`src/rtl/mgmt_bb_pkg.sv`:
```
package mgmt_bb_pkg;

  localparam logic [31:0] OFS_CTRL   = 32'h28;
  localparam logic [31:0] OFS_STAT   = 32'h2C;
  localparam logic [31:0] WIN_BYTES  = 32'h5C;

  localparam logic [1:0]  SZ_WORD    = 2'b10;

  typedef enum logic [1:0] {
    TGT_NONE = 2'd0,
    TGT_CTRL = 2'd1,
    TGT_STAT = 2'd2
  } target_e;

  // Accepted only for an aligned full-word access.
  function automatic logic word_ok(input logic [1:0] size, input logic [1:0] lo);
    return (size == SZ_WORD) && (lo == 2'b00);
  endfunction

  function automatic target_e map_target(input logic [31:0] a);
    if (a >= WIN_BYTES)      return TGT_NONE;
    else if (a == OFS_CTRL)  return TGT_CTRL;
    else if (a == OFS_STAT)  return TGT_STAT;
    else                     return TGT_NONE;
  endfunction

  // Level seen on the shared line: own drive wins over the pad.
  function automatic logic line_level(input logic oe, input logic drv, input logic pad);
    return oe ? drv : pad;
  endfunction

  function automatic logic [31:0] ctrl_word(input logic c, input logic oe, input logic d);
    return {29'd0, c, oe, d};
  endfunction

endpackage

```
`src/rtl/mbb_decode.sv`:
```
module mbb_decode
  import mgmt_bb_pkg::*;
#(
  parameter int ADDR_W = 8
) (
  input  logic              sel,
  input  logic              we,
  input  logic [1:0]        size,
  input  logic [ADDR_W-1:0] addr,
  output logic              ctrl_wr,
  output logic              ctrl_rd,
  output logic              stat_rd,
  output logic              any_rd,
  output logic              bad_acc
);
  localparam int PAD_W = 32 - ADDR_W;

  logic [31:0] addr_ext;
  logic        ok;
  target_e     tgt;

  assign addr_ext = {{PAD_W{1'b0}}, addr};
  assign ok       = word_ok(size, addr[1:0]);
  assign tgt      = map_target(addr_ext);

  assign ctrl_wr  = sel && we  && ok && (tgt == TGT_CTRL);
  assign ctrl_rd  = sel && !we && ok && (tgt == TGT_CTRL);
  assign stat_rd  = sel && !we && ok && (tgt == TGT_STAT);
  assign any_rd   = sel && !we && ok;
  assign bad_acc  = sel && !ok;
endmodule

```
`src/rtl/mbb_ctrl_reg.sv`:
```
module mbb_ctrl_reg (
  input  logic       clk,
  input  logic       rst_n,
  input  logic       wr,
  input  logic [2:0] wbits,
  output logic       clk_lvl,
  output logic       oe,
  output logic       drv,
  output logic       edge_stb,
  output logic       rise
);
  logic clk_chg;

  assign clk_chg = wr && (wbits[2] != clk_lvl);

  always_ff @(posedge clk or negedge rst_n) begin
    if (!rst_n) begin
      clk_lvl  <= 1'b0;
      oe       <= 1'b0;
      drv      <= 1'b0;
      edge_stb <= 1'b0;
      rise     <= 1'b0;
    end else begin
      edge_stb <= clk_chg;
      if (wr) begin
        clk_lvl <= wbits[2];
        oe      <= wbits[1];
        if (wbits[1]) drv <= wbits[0];
      end
      if (clk_chg) rise <= wbits[2];
    end
  end
endmodule

```
`src/rtl/mbb_line_sync.sv`:
```
module mbb_line_sync #(
  parameter int STAGES = 2
) (
  input  logic clk,
  input  logic rst_n,
  input  logic d,
  output logic q
);
  logic [STAGES-1:0] chain;

  generate
    for (genvar i = 0; i < STAGES; i++) begin : g_stage
      if (i == 0) begin : g_first
        always_ff @(posedge clk or negedge rst_n)
          if (!rst_n) chain[0] <= 1'b0;
          else        chain[0] <= d;
      end else begin : g_next
        always_ff @(posedge clk or negedge rst_n)
          if (!rst_n) chain[i] <= 1'b0;
          else        chain[i] <= chain[i-1];
      end
    end
  endgenerate

  assign q = chain[STAGES-1];
endmodule

```
`src/rtl/mgmt_bitbang_regs.sv`:
```
module mgmt_bitbang_regs
  import mgmt_bb_pkg::*;
#(
  parameter int ADDR_W      = 8,
  parameter int SYNC_STAGES = 2
) (
  input  logic              clk,
  input  logic              rst_n,
  input  logic              bus_sel,
  input  logic              bus_we,
  input  logic [1:0]        bus_size,
  input  logic [ADDR_W-1:0] bus_addr,
  input  logic [31:0]       bus_wdata,
  output logic [31:0]       bus_rdata,
  output logic              bus_err,
  output logic              mgmt_clk,
  output logic              mgmt_dat_o,
  output logic              mgmt_dat_oe,
  input  logic              mgmt_dat_i,
  output logic              clk_edge,
  output logic              clk_rise
);
  logic        ctrl_wr, ctrl_rd, stat_rd, any_rd, bad_acc;
  logic        pad_sync;
  logic        line_now;
  logic [31:0] rd_mux;
  logic        unused_wdata;

  assign unused_wdata = ^bus_wdata[31:3];

  mbb_decode #(.ADDR_W(ADDR_W)) u_dec (
    .sel(bus_sel), .we(bus_we), .size(bus_size), .addr(bus_addr),
    .ctrl_wr(ctrl_wr), .ctrl_rd(ctrl_rd), .stat_rd(stat_rd),
    .any_rd(any_rd), .bad_acc(bad_acc)
  );

  mbb_ctrl_reg u_ctrl (
    .clk(clk), .rst_n(rst_n), .wr(ctrl_wr), .wbits(bus_wdata[2:0]),
    .clk_lvl(mgmt_clk), .oe(mgmt_dat_oe), .drv(mgmt_dat_o),
    .edge_stb(clk_edge), .rise(clk_rise)
  );

  mbb_line_sync #(.STAGES(SYNC_STAGES)) u_sync (
    .clk(clk), .rst_n(rst_n), .d(mgmt_dat_i), .q(pad_sync)
  );

  assign line_now = line_level(mgmt_dat_oe, mgmt_dat_o, pad_sync);

  always_comb begin
    rd_mux = 32'd0;
    if (ctrl_rd)      rd_mux = ctrl_word(mgmt_clk, mgmt_dat_oe, mgmt_dat_o);
    else if (stat_rd) rd_mux = {31'd0, line_now};
  end

  always_ff @(posedge clk or negedge rst_n) begin
    if (!rst_n) begin
      bus_rdata <= 32'd0;
      bus_err   <= 1'b0;
    end else begin
      bus_rdata <= any_rd ? rd_mux : 32'd0;
      bus_err   <= bad_acc;
    end
  end
endmodule

```
`config.mk`:
```
export PLATFORM = sky130hd
export DESIGN_NAME = mgmt_bitbang_regs
export DESIGN_NICKNAME = d
export VERILOG_FILES = /design/src/rtl/mgmt_bb_pkg.sv /design/src/rtl/mbb_decode.sv /design/src/rtl/mbb_ctrl_reg.sv /design/src/rtl/mbb_line_sync.sv /design/src/rtl/mgmt_bitbang_regs.sv
export SDC_FILE = /design/constraint.sdc
export NUM_CORES = 1
export LEC_CHECK = 0
export BUFFER_PORTS_ARGS = -buffer_cell sky130_fd_sc_hd__buf_4
export CORE_MARGIN = 5
export CORE_UTILIZATION = 25
export CTS_BUF_LIST = sky130_fd_sc_hd__clkbuf_16
export DETAILED_ROUTE_END_ITERATION = 10
export PLACE_DENSITY = 0.75
export SLEW_MARGIN = 30
export SYNTH_ARGS = -nofsm -noshare
export SYNTH_HDL_FRONTEND = slang
export SYNTH_HIERARCHICAL = 1
export SYNTH_SLANG_ARGS = --single-unit
```
`constraint.sdc`:
```
create_clock -name clk -period 0.8 [get_ports clk]
set_input_delay 0.16 -clock clk [delete_from_list [all_inputs] [get_ports clk]]
set_output_delay 0.16 -clock clk [all_outputs]
set_load 0.005 [all_outputs]
```
; After elaboration in Yosys (flattened, before gate mapping)
; Index checks and enable logic that the tools add are counted.
; Widths: inputs -> output; s select.
[word_totals]
reg_bits = 40
in_bits = 47
[op_classes]
magnitude_cmp = 1
mux = 7
n_eq_ne = 6
reduce_logical = 14
[op_table]
columns = operator, count
row1 = $mux 32, 2
row2 = $eq 8x6->1 const B, 2
row3 = $logic_and 1x1->1, 10
row4 = $ge 8x7->1 const B, 1
row5 = $mux 2, 3
row6 = $eq 2x2->1 const B, 2
row7 = $eq 2x1->1 const B, 1
row8 = $logic_not 1->1, 2
row9 = $logic_not 2->1, 1
row10 = $mux 1, 2
row11 = $reduce_and 2->1, 1
row12 = $ne 1x1->1, 1

; Longest topological paths before layout
; Gate-level depths: netlist (run 1).
[logic_depth]
ltp_word = 9
ltp_mapped = 4

; Hierarchy
; The synthesis (run 1) kept the hierarchy.
[by_module_without_submodules]
columns = mod, area_each_um2, seq_area_each_um2, cells_each, n_inst
row1 = mgmt_bitbang_regs, 366.6, 100.1, 40, 1
row2 = mbb_ctrl_reg, 202.7, 125.1, 15, 1
row3 = mbb_decode, 88.8, 0.0, 11, 1
row4 = mbb_line_sync, 50.0, 50.0, 2, 1

; Worst setup path before layout (run 1)
; OpenSTA, ideal clock, no wires.
[synth_timing]
path_kind = input to register
startpoint = input bus_addr[1]
endpoint = register u_ctrl.drv
setup_time_ns = 0.125
path_buffers = 0
path_slack_ns = -1.081
arrival_ns = 1.756
path_stages = 4
path_cell_list = or4b_4 -> nor4_1 -> nand2_2 -> mux2_4
[synth_via]
elab_chain_len = 7
word_cells_on_any_way = 12
cone_classes = 1 x order compare / 3 x eq/ne / 3 x mux / 5 x reduce/logical
[synth_lines]
columns = element, line_no
row1 = from (decl), mgmt_bitbang_regs.sv:12  ; input logic [ADDR_W-1:0] bus_addr,
row2 = branches (longest 5 deep; another with $ge 8x7->1), -
row3 = $logic_and 1x1->1 *, mbb_decode.sv:26  ; assign ctrl_wr = sel && we && ok && (tgt == TGT_CTRL);
row4 = net ctrl_wr, mgmt_bitbang_regs.sv:23  ; logic ctrl_wr, ctrl_rd, stat_rd, any_rd, bad_acc;
row5 = $reduce_and 2->1 (no source line) *, -
row6 = to (signal assigned), mbb_ctrl_reg.sv:28  ; if (wbits[1]) drv <= wbits[0];
row7 = to (decl), mbb_ctrl_reg.sv:8  ; output logic drv,
; Mark *: on every way through the listed nets, which the timed path passes.
; A chain may end at the register's enable or synchronous reset.

; Final worst setup path (run 1)
[layout_timing]
startpoint = input bus_addr[6]
endpoint = register u_ctrl.drv
[layout_via]
elab_chain_len = 7
word_cells_on_any_way = 9
cone_classes = 1 x order compare / 3 x eq/ne / 3 x mux / 2 x reduce/logical
[layout_lines]
columns = element, line_no
row1 = branches (longest 3 deep; another with $ge 8x7->1), -
row2 = $mux 2 *, mgmt_bb_pkg.sv:21  ; if (a >= WIN_BYTES) return TGT_NONE;
row3 = $eq 2x1->1 *, mbb_decode.sv:26
row4 = $logic_and 1x1->1 *, mbb_decode.sv:26
row5 = net ctrl_wr, mgmt_bitbang_regs.sv:23
row6 = $reduce_and 2->1 (no source line) *, -
; Marked as above.

==> metrics.cfg, run 1 <==
[detailed_routing]
drtIter0Drc=25
first_pass_iters=2
vias_per_cell=3.91
ant_nets=0
wire_per_inst_um=13.1
num_vias=559
postRouteWirelength_um=1880
drc_errors=0

[clock_tree]
cts_tree=done
clock_path_buffers=2
h-tree-depth=1
cts_sinks=11
cts.clk_slew.worst_paths_ns=0.04
cts_root_buffer=clkbuf_16
numCtsBuffers=3
clk_latency_ns=0.24

[cells_and_area]
final_cell_area_sq_um=1150
final_common_cell=conb_1
fill_cells=240
n_antenna_cell=0
final_cells=143
finalNetCount=160
mostFrequentLayoutCells=conb_1, buf_4, buf_6, dfrtp_1
final_layout_size_suffix_gt1_share_pct=54.5
area_growth_pct=62.5
fin_util_pct=42.1

[run]
drv_cap=0

[sta]
fmax_mhz=663
finClkSkew_ns=0.00198
fin_worst_hold_slack_ns=0.0346
setup_viol=18
fin_crit_ns=1.51
maxSlewViolCount=0
post-route-period-util_pct=188
rsz0062_at_grt=yes
hold_violations=0
setup_slack_ns=-0.708

[worst_hold_path]
hold_path_class=in -> reg

[die]
start_util_pct=25.9
die_h_um=63.2
core.rowCount=19
floorplan.die.width_um=63.2
die_area_sq_um=4000
core_area_sq_um=2730
num_io_pins=85

[global_routing]
antenna_found_initial=0
track_usage_pct=8.82
overflow=0
grt_max_degree=12
first_global_vias=622
grt_pass1_wl_um=2790

[status]
status=finished with violations
violations=negative setup slack

[power_and_ir_drop]
internal_power_w=0.00132
power_density_nw_per_um2=1430
p_switching_w=0.000327
power.share.clock_pct=54.2
power_frac_comb_pct=11.0
p_seq_share_pct=34.8
p_sw_share_pct=19.9
p_leak_nw=0.595
irDropWorstVdd_v=0.00158

[worst_setup_path]
endpoint_kind=flip-flop
path_cells=buf_6 > or4b_4 > nor4_4 > nand2_2 > mux2_4
worstPathMaxFanout=3
path_buf_inv=1
start_kind=input port
critPathRequiredTime_ns=0.92
crit_type=in -> reg
cp_slowest_cell=or4b_4
max_stage_delay_ns=0.57
crit_family=simple AND/OR/NAND/NOR gates
cp.arrival_ns=1.62

[place]
dp_cells=131
place_congestion=0.878
dpl_worst_slack_ns=-0.999
place.port_buffers=26
dpl.hpwl_um=1400
place_area_sq_um=908

[synthesis]
ys_warn_count=6
ys_seq_area_share_pct=38.9
synthCells=68
ys_types=21
syn_avg_cell_area_sq_um=10.4
synth_seq_cells=11
netlist_area_sq_um=708

timing repair:
| item | in CTS | in global routing |
|---|---|---|
| pin swaps | 4 | 5 |
| hold buffers | 1 | 0 |
| buffers inserted | 5 | 4 |
| resized for setup | 18 | 7 |
| endpoints found under the setup margin | 18 | 18 |
| hold endpoints to repair | 11 | 0 |
worst register-to-register path: cells and delay by family (launching register included):
kind                   cells  cell delay [ns]
AO/OA/AOI/OAI              1             0.10
flip-flops                 1             0.39
AND/OR/NAND/NOR            1             0.29
buffers and inverters      1             0.15
per-stage QoR:
step | power (W) | TNS (ns)
final | 0.00164 | -6.22
after global routing | 0.00171 | -6.66
after global placement | 0.000733 | -7.16
after CTS | 0.00164 | -6.14
after detailed placement | 0.000738 | -7.50
after floorplan | 0.000738 | -5.34
layer usage:
| metal | GRT usage, % | part of all wire, % | wire (um) |
|---|---|---|---|
| met3 | 3.55 | 12 | 223 |
| met5 | 0 | 0 | 0 |
| met4 | 4.16 | 2.2 | 42 |
| met2 | 16.7 | 50 | 946 |
| met1 | 8.03 | 35 | 667 |
final timing paths:
kind / start / endpoint / slack (ns) / cells past startpoint
setup / recovery: bus_addr[6] / u_ctrl/drv$_DFFE_PN0P_ / -0.71 / 5
hold reg to reg: u_sync/chain[0]$_DFF_PN0_ / u_sync/q$_DFF_PN0_ / 0.35 / 0
min in group asynchronous: rst_n / bus_rdata[2]$_DFF_PN0_ / 0.28 / 2
max in group asynchronous: rst_n / u_ctrl/drv$_DFFE_PN0P_ / 0.37 / 2
hold / removal: mgmt_dat_i / u_sync/chain[0]$_DFF_PN0_ / 0.03 / 1
setup reg to reg: u_ctrl/oe$_DFFE_PN0P_ / bus_rdata[0]$_DFF_PN0_ / -0.21 / 3
power groups by stage:
stage	sequential (W)	combinational, W	clock [W]
6_report	0.000572	0.000181	0.000891
3_3_place_gp	0.000578	0.000155	0
3_5_place_dp	0.000579	0.000159	0
4_1_cts	0.000572	0.000173	0.000899
5_1_grt	0.000572	0.000203	0.000936
2_1_floorplan	0.000578	0.000161	0
flip-flops by register name, indices dropped and copies added (netlist names):
| name | cells |
|---|---|
| u_sync/q | 1 |
| u_ctrl/edge_stb | 1 |
| bus_rdata | 3 |
| u_ctrl/rise | 1 |
| u_ctrl/drv | 1 |
| u_ctrl/clk_lvl | 1 |
| u_ctrl/oe | 1 |
| bus_err | 1 |
| u_sync/chain | 1 |
synth_stat cells:
cell type	count	area, sq um
or4b_4	2	27.5
o2bb2ai_1	2	17.5
or4bb_1	1	11.3
nand2_1	2	7.51
o21ai_0	1	5.00
nor2_1	1	3.75
nand2b_1	2	12.5
nand2_2	1	6.26
xor2_1	1	8.76
conb_1	1	3.75
and4bb_2	1	12.5
buf_4	29	218
and3_2	2	15.0
and2_2	2	15.0
mux2_4	1	15.0
dfrtp_1	11	275
or4b_1	1	10.0
mux2_2	1	11.3
a21oi_1	2	10.0
nor4_1	3	18.8
inv_1	1	3.75
logic make-up after synthesis:
kind of cell | synth area share (%)
buf+inv | 31.3
simple gates | 19.8
flops | 38.9
compound gates | 4.59
mux | 3.71
xor+xnor | 1.24
other cells | 0.530
final cells by class:
type                    instances  area [sq um]  share of cell area (%)
multi-input cells              55           384                    33.4
inverters                       1          3.75                   0.326
repair buffers                 41           370                    32.2
flip-flops and latches         11           275                    23.9
well taps                      31          38.8                    3.37
clock buffers                   3          75.1                    6.52
clock inverters                 1          3.75                   0.326
Power figures use the tool's default switching activity.
==> run 2, diff against run 1 <==
Settings changed: ABC_AREA set to 1, PLACE_DENSITY 0.75 to 0.74.
==> run 2 against run 1 <==
  * The run still ends with negative setup slack left
  * Synthesized area grew 6.9%
  * First-iteration DRC count is 20% lower
  * Combinational power is 39% higher
  * Count of clock-buffer cells in the layout stayed put
  * Sequential share of layout area is 2.1 points lower
  * Total power increased by 4.3%
  * Clock power barely moved
  * Via count rose by 22%
  * Critical path type unchanged
==> metrics.cfg, run 2 <==
[synthesis]
muxShareOfSynthArea_pct=0  ; -3.7 points
synth_most_common_cell=buf_4
synth_compound_area_share_pct=2.64  ; -1.9 points
synthFlopType=dfrtp_1
synthCells=103  ; +51%
synth-adder-area-share_pct=0  ; unchanged
yosys-top-cells-count=buf_4, nand2_1, inv_1, nor2_1, dfrtp_1
synth_top_family_by_area=buffers and inverters
synth-edff-count=0  ; unchanged
synthArstFlopShare_pct=100  ; unchanged
ys_types=14  ; -33%
netlist_area_sq_um=757  ; +6.9%
synth-simple-area-share_pct=24.8  ; +5.0 points
synth_area_leaders=dfrtp_1, buf_4, nand2_1, inv_1, nor2_1
ys_seq_area_share_pct=36.4  ; -2.5 points
syn_avg_cell_area_sq_um=7.35  ; -29%
synth_seq_cells=11  ; unchanged
ys_warn_count=6  ; unchanged
yosysTopAreaCellShare_pct=36.4  ; -2.5 points
yosys.area.top_type=dfrtp_1
synth-xor-area-share_pct=0  ; -1.2 points

[run]
drv_cap=0  ; unchanged

[cells_and_area]
n_antenna_cell=0  ; unchanged
area_growth_pct=66.9
fill_cells=280  ; +17%
largest_register_ffs=3  ; unchanged
final_cell_area_sq_um=1260  ; +9.8%
final_common_cell=conb_1
mostFrequentLayoutCells=conb_1, buf_4, buf_6, nand2_1, dfrtp_1
regMostFlops=bus_rdata
finalNetCount=198  ; +24%
final_layout_size_suffix_gt1_share_pct=46.0  ; -8.5 points
final_cells=183  ; +28%

[worst_hold_path]
hold_end=u_sync/chain[0]$_DFF_PN0_
whs_path_depth=1  ; unchanged
hold_path_class=in -> reg
hp-start=mgmt_dat_i

[die]
floorplan.die.width_um=65.0  ; +2.8%
start_util_pct=25.4  ; -0.48 points
core.rowCount=20  ; +1
num_io_pins=85  ; unchanged
core_area_sq_um=2980  ; +8.9%
die_area_sq_um=4230  ; +5.8%
die_h_um=65.0  ; +2.8%

[worst_setup_path]
endpoint_kind=flip-flop
start_kind=input port
cp.arrival_ns=1.21  ; -0.41 ns
rrSetupSlack_ns=-0.13  ; +0.08 ns
r2r_end=bus_rdata[0]$_DFF_PN0_
critPathRequiredTime_ns=0.96  ; +0.04 ns
worstPathMaxFanout=5  ; +2
reg2reg_from=u_ctrl/oe$_DFFE_PN0P_
rr_worst_depth=5  ; +2
crit_type=in -> reg

[detailed_routing]
num_vias=683  ; +22%
drtIter0Drc=20  ; -20%
drc_errors=0  ; unchanged
wire_per_inst_um=10.0  ; -24%
first_pass_iters=5  ; +3
postRouteWirelength_um=1830  ; -2.5%
ant_nets=0  ; unchanged
vias_per_cell=3.73  ; -4.5%

[clock_tree]
cts_tree=done
cts.clk_slew.worst_paths_ns=0.04  ; about the same
numCtsBuffers=3  ; unchanged
cts_root_buffer=clkbuf_16
clk_latency_ns=0.24  ; about the same
cts_sinks=11  ; unchanged
clock_path_buffers=2  ; unchanged
h-tree-depth=1  ; unchanged

[sta]
fin_crit_ns=1.05  ; -0.455 ns
maxSlewViolCount=0  ; unchanged
rsz0062_at_grt=yes
post-route-period-util_pct=132  ; -57 points
fmax_mhz=950  ; +43%
setup_slack_ns=-0.253  ; +0.455 ns
setup_viol=17  ; -1
hold_violations=0  ; unchanged
finClkSkew_ns=0.000371  ; -0.00161 ns

[global_routing]
grtUsageMet2_pct=14.7  ; -2.0 points
gr-usage-met1_pct=8.17  ; +0.15 points
grt_pass1_wl_um=2560  ; -8.4%
track_usage_pct=8.15  ; -0.66 points
grt_busiest_layer=met2
grt_max_degree=12  ; unchanged
grtUsageMet3_pct=2.60  ; -0.95 points
overflow=0  ; unchanged
first_global_vias=589  ; -5.3%
antenna_found_initial=0  ; unchanged

[power_and_ir_drop]
power_density_nw_per_um2=1360  ; -5.0%
irDropWorstVdd_v=0.000569  ; -64%
p_leak_nw=0.671  ; +13%

[place]
dp_cells=167  ; +27%
dpl.hpwl_um=1300  ; -6.9%
dpl_worst_slack_ns=-0.467  ; +0.532 ns
place_congestion=0.770  ; -12%
place.port_buffers=26  ; unchanged
place_area_sq_um=968  ; +6.6%

[status]
violations=negative setup slack
status=finished with violations

-- run 2: cell count changes after synthesis, moves of 3 or more --
cell	change
nand2_1	+20
inv_1	+13
nor2_1	+12
nand3_1	+3
nor4_1	-3
-- run 2: area by class of cell --
type | count | area (sq um) | share of cell area (%)
multi-input combinational | 77 | 389 | 30.8
sequential | 11 | 275 | 21.8
timing repair buffer | 44 | 412 | 32.6
inverter | 14 | 67.6 | 5.35
clock inverter | 1 | 3.75 | 0.297
clock buffer | 3 | 75.1 | 5.94
tap | 33 | 41.3 | 3.27
-- run 2: per-layer routing --
layer  vias up  wire length [um]
li1        346                 -
met1       299               655
met2        34               967
met3         4               174
met4         0                36
met5         -                 0
-- run 2: power by group --
group | leakage (nW) | internal [W] | switching, W
sequential | 0.142 | 0.000567 | 0.00000246
clock | 0.0423 | 0.000655 | 0.000239
combinational | 0.487 | 0.000129 | 0.000123
-- run 2: how the worst max path moves through the flow --
stage / start / slack, ns / endpoint
after CTS: bus_addr[4] / -0.22 / u_ctrl/rise$_DFFE_PN0P_
final: bus_addr[7] / -0.25 / bus_rdata[0]$_DFF_PN0_
after floorplan: bus_we / -0.22 / bus_rdata[0]$_DFF_PN0_
after detailed placement: bus_addr[7] / -0.47 / bus_rdata[0]$_DFF_PN0_
after global placement: bus_addr[7] / -0.44 / bus_rdata[0]$_DFF_PN0_
after global routing: bus_addr[4] / -0.35 / bus_rdata[0]$_DFF_PN0_
-- run 2: metrics by stage --
stage / hold slack [ns] / total power (W) / util, % / TNS [ns]
floorplan: -0.136 / 0.000754 / - / -1.14
global placement: 0.000488 / 0.000764 / 32.5 / -2.86
detailed placement: 0.00329 / 0.000767 / 32.5 / -3.03
CTS: 0.0326 / 0.00170 / 39.5 / -1.85
global route: 0.0294 / 0.00179 / 42.4 / -2.97
finish: 0.0327 / 0.00172 / 42.4 / -2.11
-- run 2: cells by family (layout without fill, tap and decap cells) --
| logic type | count (synthesis) | in the layout |
|---|---|---|
| AO/OA/AOI/OAI | 4 | 4 |
| buffers and inverters | 43 | 62 |
| flip-flops | 11 | 11 |
| other | 1 | 29 |
| AND/OR/NAND/NOR | 44 | 44 |
-- run 2: critical path, cell delays in order --
cell and delay [ns]:
buf_8 0.11, inv_12 0.04, nand2_4 0.04, nor2_4 0.10, nand4_1 0.13, buf_6 0.16
nor2_4 0.16, nor2_1 0.06, nand2_1 0.06, nand2_1 0.07, nor2_1 0.11
-- run 2: what timing repair did --
item | 4_1_cts | 5_1_grt
setup buffers | 6 | 5
endpoints found under the hold margin | 11 | 0
endpoints found under the setup margin | 17 | 17
hold buffers | 1 | 0
pin swaps | 10 | 17
resized for setup | 22 | 16
